`config.mk`:
```
export PLATFORM = sky130hd
export DESIGN_NAME = idx_ea_gen
export DESIGN_NICKNAME = d
export VERILOG_FILES = /design/src/rtl/idx_ea_pkg.sv /design/src/rtl/idx_addr_calc.sv /design/src/rtl/idx_ind_fetch.sv /design/src/rtl/idx_ea_gen.sv
export SDC_FILE = /design/constraint.sdc
export NUM_CORES = 1
export LEC_CHECK = 0
export ABC_AREA = 1
export CELL_PAD_IN_SITES_DETAIL_PLACEMENT = 1
export CELL_PAD_IN_SITES_GLOBAL_PLACEMENT = 1
export CORE_MARGIN = 4
export CORE_UTILIZATION = 27
export CTS_CLUSTER_DIAMETER = 100
export DETAILED_ROUTE_END_ITERATION = 8
export PLACE_DENSITY = 0.66
export SYNTH_ARGS = -nofsm -noshare
export SYNTH_HDL_FRONTEND = slang
export SYNTH_HIERARCHICAL = 1
export SYNTH_SLANG_ARGS = --single-unit
```
`constraint.sdc`:
```
create_clock -name clk -period 3.64 [get_ports clk]
set_input_delay 1.092 -clock clk [delete_from_list [all_inputs] [get_ports clk]]
set_output_delay 1.092 -clock clk [all_outputs]
set_load 0.03 [all_outputs]
```
`src/rtl/idx_ea_pkg.sv`:
```
package idx_ea_pkg;

    localparam int ADDR_W = 16;
    localparam int BYTE_W = 8;
    localparam int MODE_W = 4;

    typedef logic [ADDR_W-1:0] addr_t;
    typedef logic [BYTE_W-1:0] byte_t;

    typedef enum logic [MODE_W-1:0] {
        M_INC1  = 4'd0,
        M_INC2  = 4'd1,
        M_DEC1  = 4'd2,
        M_DEC2  = 4'd3,
        M_ZERO  = 4'd4,
        M_OFF8  = 4'd5,
        M_OFF16 = 4'd6,
        M_ACCA  = 4'd7,
        M_ACCB  = 4'd8,
        M_ACCD  = 4'd9,
        M_PC8   = 4'd10,
        M_PC16  = 4'd11
    } ea_mode_e;

    typedef struct packed {
        addr_t addr;
        addr_t ptr;
        logic  wb;
    } ea_calc_t;

    typedef enum logic [1:0] {
        F_IDLE,
        F_HI,
        F_LO
    } fetch_st_e;

    typedef enum logic {
        T_IDLE,
        T_WAIT
    } top_st_e;

    function automatic addr_t sext8(input byte_t v);
        return {{(ADDR_W-BYTE_W){v[BYTE_W-1]}}, v};
    endfunction

    function automatic addr_t step_of(input logic two);
        return two ? addr_t'(2) : addr_t'(1);
    endfunction

endpackage

```
`src/rtl/idx_addr_calc.sv`:
```
module idx_addr_calc
    import idx_ea_pkg::*;
(
    input  logic [MODE_W-1:0] mode,
    input  addr_t             base,
    input  byte_t             acc_a,
    input  byte_t             acc_b,
    input  addr_t             pc,
    input  addr_t             offset,
    output ea_calc_t          res
);

    addr_t step;
    addr_t dec_val;

    assign step    = step_of(mode[0]);
    assign dec_val = base - step;

    always_comb begin
        res.addr = base;
        res.ptr  = base;
        res.wb   = 1'b0;
        case (ea_mode_e'(mode))
            M_INC1, M_INC2: begin
                res.ptr = base + step;
                res.wb  = 1'b1;
            end
            M_DEC1, M_DEC2: begin
                res.addr = dec_val;
                res.ptr  = dec_val;
                res.wb   = 1'b1;
            end
            M_OFF8:  res.addr = base + sext8(offset[BYTE_W-1:0]);
            M_OFF16: res.addr = base + offset;
            M_ACCA:  res.addr = base + sext8(acc_a);
            M_ACCB:  res.addr = base + sext8(acc_b);
            M_ACCD:  res.addr = base + {acc_a, acc_b};
            M_PC8:   res.addr = pc + sext8(offset[BYTE_W-1:0]);
            M_PC16:  res.addr = pc + offset;
            default: ;
        endcase
    end

endmodule

```
`src/rtl/idx_ind_fetch.sv`:
```
module idx_ind_fetch
    import idx_ea_pkg::*;
(
    input  logic  clk,
    input  logic  rst,
    input  logic  go,
    input  addr_t ptr_loc,
    input  logic  rd_ready,
    input  byte_t rd_data,
    output logic  rd_req,
    output addr_t rd_addr,
    output logic  last,
    output addr_t value
);

    fetch_st_e st;
    addr_t     loc_q;
    byte_t     hi_q;

    always_ff @(posedge clk) begin
        if (rst) begin
            st    <= F_IDLE;
            loc_q <= '0;
            hi_q  <= '0;
        end else begin
            case (st)
                F_IDLE: if (go) begin
                    loc_q <= ptr_loc;
                    st    <= F_HI;
                end
                F_HI: if (rd_ready) begin
                    hi_q <= rd_data;
                    st   <= F_LO;
                end
                F_LO: if (rd_ready) st <= F_IDLE;
                default: st <= F_IDLE;
            endcase
        end
    end

    assign rd_req  = (st != F_IDLE);
    assign rd_addr = (st == F_LO) ? loc_q + addr_t'(1) : loc_q;
    assign last    = (st == F_LO) && rd_ready;
    assign value   = {hi_q, rd_data};

endmodule

```
`src/rtl/idx_ea_gen.sv`:
```
module idx_ea_gen
    import idx_ea_pkg::*;
(
    input  logic        clk,
    input  logic        rst,
    input  logic        start,
    input  logic [3:0]  mode,
    input  logic        indirect,
    input  logic [15:0] base,
    input  logic [7:0]  acc_a,
    input  logic [7:0]  acc_b,
    input  logic [15:0] pc,
    input  logic [15:0] offset,
    output logic        rd_req,
    output logic [15:0] rd_addr,
    input  logic        rd_ready,
    input  logic [7:0]  rd_data,
    output logic        busy,
    output logic        done,
    output logic [15:0] ea,
    output logic        ptr_wr,
    output logic [15:0] ptr_new
);

    top_st_e  st;
    ea_calc_t calc;
    logic     accept;
    logic     f_last;
    addr_t    f_value;
    logic     done_q;
    logic     wr_q;
    addr_t    ea_q;
    addr_t    ptr_q;

    assign accept = start && (st == T_IDLE);

    idx_addr_calc u_calc (
        .mode   (mode),
        .base   (base),
        .acc_a  (acc_a),
        .acc_b  (acc_b),
        .pc     (pc),
        .offset (offset),
        .res    (calc)
    );

    idx_ind_fetch u_fetch (
        .clk      (clk),
        .rst      (rst),
        .go       (accept && indirect),
        .ptr_loc  (calc.addr),
        .rd_ready (rd_ready),
        .rd_data  (rd_data),
        .rd_req   (rd_req),
        .rd_addr  (rd_addr),
        .last     (f_last),
        .value    (f_value)
    );

    always_ff @(posedge clk) begin
        if (rst) begin
            st     <= T_IDLE;
            done_q <= 1'b0;
            wr_q   <= 1'b0;
            ea_q   <= '0;
            ptr_q  <= '0;
        end else begin
            done_q <= 1'b0;
            wr_q   <= 1'b0;
            if (accept) begin
                wr_q  <= calc.wb;
                ptr_q <= calc.ptr;
                if (indirect) begin
                    st <= T_WAIT;
                end else begin
                    done_q <= 1'b1;
                    ea_q   <= calc.addr;
                end
            end
            if (st == T_WAIT && f_last) begin
                done_q <= 1'b1;
                ea_q   <= f_value;
                st     <= T_IDLE;
            end
        end
    end

    assign busy    = (st == T_WAIT);
    assign done    = done_q;
    assign ea      = ea_q;
    assign ptr_wr  = wr_q;
    assign ptr_new = ptr_q;

endmodule

```
==> metrics.md <==
| Metric | Value |
|---|---|
| Largest net degree at the start of global routing | 35 |
| Syn_area_per_cell | between 5 and 6 um^2 |
| First-pass GRT wire length | roughly 54000 um |
| Most frequent CP cell | nor2_1 |
| Clock root buffer | clkbuf_16 |
| Die area | 31790 um^2 |
| Critical Path RT | between 3 and 4 ns |
| Worst VDD drop | 0.2139 mV |
| Synth Warn # | 6 |
| Kind of critical path | in2reg |
| Synth async-reset ratio | 0% |
| Layout cells sized above 1 | around a quarter |
| First-pass DRT Iterations | 5 |
| Hold crit path type | reg2reg |
| Core ar. | 28630 um^2 |
| DRC violations left | 0 |
| Startpoint Class | primary input |
| Commonest non-fill, non-tap cell in the layout | nand2_1 |
| Setup crit end kind | flop |
| Post-route setup slack | 0.1180 ns |
| Routed via count | between 9000 and 10000 |
| Met2 Usage GRT | a little over a third |
| Predominant post-synthesis flop cell | dfxtp_1 |
| Vias in the first global route | 10020 |
| Clock power frac | 27.6% |
| Sw frac | between 30% and 40% |
| Net Count, Synth | 1517 |
| P_int | 0.002072 W |
| GRT Total Usage | 21.33% |
| Syn-to-layout area delta | 50.14% |
| Final nets | 1808 |
| Post-DP HPWL | 28600 um |
| Syn Inst Count | around 1400 |
| Fillers | 3790 |
| Post-Place Setup Slack | -0.9151 ns |
| Gr busiest metal | met2 |
| Initial Util | ~27% |
| Grt met1 use | between 20% and 30% |
| Top-area cell type share of the netlist area | 22.38% |
| Sequential share of the synthesized area | 15.59% |
| WL/cell | 16.79 um |
| Fin crit period | ~3.5 ns |
| Clk sink count | 61 |
| Crit share post-route | 96.76% |
| Rows | 62 |
| Antenna diodes | 0 |
| Flops & latches, synth | 61 |
| Num CTS Buffers | 9 |
| Area contributors post-synth | nand2_1 22%, dfxtp_1 16%, ha_1 8.5%, inv_1 8.1%, nand3_1 8.0% |
| CTS tree | yes |
| Clock buffer depth | 2 |
| Post-Route Skew | 0.005630 ns |
| Fmax | ~280 MHz |
| Vias per cell | approximately 4.8 |
| Die Ht | 178.3 um |
| Number of levels in the clock H-tree | 3 |
| GP Congestion | 0.9116 |
| Final setup violating endpoints | 0 |
| Reg clk slew, reported paths | about 0.050 ns |
| Overflow after GRT | 0 |
| Clk Latency, worst-skew pair | 0.32 ns |
| Yosys top cell by area | nand2_1 |
| Comb pwr share | ~50% |
| IO Count | 133 |
| Final antenna-violating net count | 0 |
| CP max stage cell | bufbuf_16 |
| Critical-path maximum fanout | 7 |
| Status | complete, no violations |
| Net Switching | about 0.0013 W |
| Post-Route WL | 34550 um |
| CP Data Arrival Time | between 3 and 4 ns |
| Met3 usage | 2.501% |
| WP buf/inv | 3 |
| Slew headroom | approximately 33% |
| Sequential Power Share | 22.4% |
| Initial antenna violation count | 1 |
| Most frequent cells in the layout | 423 x nand2_1, 187 x buf_4, 164 x inv_1 |
| Die width | 178.3 um |
| Distinct cells, synth | 51 |
| Hold Buf Count CTS | 0 |
| Post-synth EDFFs | 0 |
| Cell Pwr Density | 286.2 nW/um^2 |
| Cells along the critical path | buf_2, nor2_4, nand2_4, bufbuf_16, o21ai_1, ha_1, or2_0, and2_4, or2_0, nand3_1, o21ai_0, buf_4, nor2_1, o21ai_2, nand2_1, nand2_1, nor2_1, nor2_1 |
| Measured slew at the worst slew-check pin | 0.9994 ns |
| Lkg Pwr | roughly 5.9 nW |
| CP top delay family | simple AND/OR/NAND/NOR gates |
| Max-slew violations | 0 |
| Port Buffers | 132 |
| Cell Area, Synth | approximately 8000 um^2 |
| Final Hold Vio Count | 0 |
| Max incr delay on CP | 0.30 ns |
| Iter 0 DRT Violations | approximately 520 |
| Max-Cap Viols | 0 |
| Worst hold slack | 0.4665 ns |
-- worst paths after layout --
| kind | slack (ns) | from | to | cells past startpoint |
|---|---|---|---|---|
| worst min-delay path | 0.47 | u_fetch/hi_q[3] | u_fetch/hi_q[3] | 2 |
| worst min register to register | 0.47 | u_fetch/hi_q[3] | u_fetch/hi_q[3] | 2 |
| worst max-delay path | 0.12 | mode[2] | ea[4] | 18 |
| worst max register to register | 1.91 | busy | u_fetch/loc_q[14] | 8 |
-- repair_timing --
action	in CTS	in global routing
resized for setup	93	100
setup endpoints to repair	30	27
pin swaps	28	41
cloned	1	1
buffers inserted	6	7
-- per-layer routing --
metal  up-vias  part of all wire [%]
met5         -                 0.020
met4         2                   2.2
met3        36                   3.8
met2       188                    47
met1      4653                    47
li1       4958                     -
-- registers in the layout, summed over array words and instances, names as in the netlist --
name,flops
done,1
u_fetch/st,2
ptr_new,16
u_fetch/loc_q,16
busy,1
ea,16
u_fetch/hi_q,8
ptr_wr,1
-- synthesized netlist by cell type (5+ instances only) --
master	n
a21oi_1	58
a21oi_2	7
and2_1	6
buf_2	20
buf_4	13
buf_6	5
clkbuf_1	9
dfxtp_1	61
fa_1	5
ha_1	53
inv_1	169
inv_2	18
nand2_1	467
nand2_2	7
nand3_1	125
nand3b_1	12
nand4_1	17
nor2_1	130
nor2_2	18
nor3_1	12
o211ai_1	5
o21ai_0	71
o21ai_1	10
or2_2	8
xnor2_1	8
xor2_1	12
-- stage by stage --
stage                     std cells  cell area [um^2]   TNS, ns  total power [W]  util, %
final                          2058             11760         0         0.003365    41.07
after detailed placement       2027             10710    -23.90         0.002289    37.41
after CTS                      2050             11420         0         0.003303    39.89
after floorplan                1378              7831         0         0.001582        -
after global routing           2058             11760  -0.05508         0.003599    41.07
after global placement         2027             10710    -20.35         0.002258    37.41
-- worst register-to-register path: stages (launching register included) --
cell and delay [ns]:
dfxtp_1 0.31, buf_4 0.21, inv_4 0.09, nand2_4 0.14
nor2_1 0.29, nand2_2 0.10, buf_4 0.22, nor2_2 0.19
a211oi_2 0.05
-- logic make-up (layout without fill, tap and decap cells) --
family	count (synthesis)	after routing	share of synthesized area (%)
simple gates	823	823	45.98
buf+inv	240	536	13.31
compound gates	171	171	12.35
flops	61	61	15.59
xor+xnor	21	21	2.445
fa+ha+maj	58	58	9.746
mux	4	4	0.5751
-- power groups by stage --
stage,clock (W),combinational [W],sequential [W]
final,0.000930,0.00168,0.000754
after global routing,0.000990,0.00185,0.000760
after CTS,0.000946,0.00160,0.000755
after detailed placement,0,0.00152,0.000769
after global placement,0,0.00149,0.000768
after floorplan,0,0.000764,0.000817
-- layout make-up --
| cell class | count | area (um^2) | share of cell area, % |
|---|---|---|---|
| Clock inverter | 4 | 70.07 | 0.5959 |
| Timing Repair Buffer | 331 | 2914 | 24.78 |
| Inverter | 189 | 711.9 | 6.055 |
| Sequential cell | 61 | 1221 | 10.39 |
| Multi-Input combinational cell | 1077 | 6103 | 51.91 |
| Clock buffer | 12 | 256.5 | 2.182 |
| Tap cell | 384 | 480.5 | 4.086 |
(Power assumes the default switching activity.)
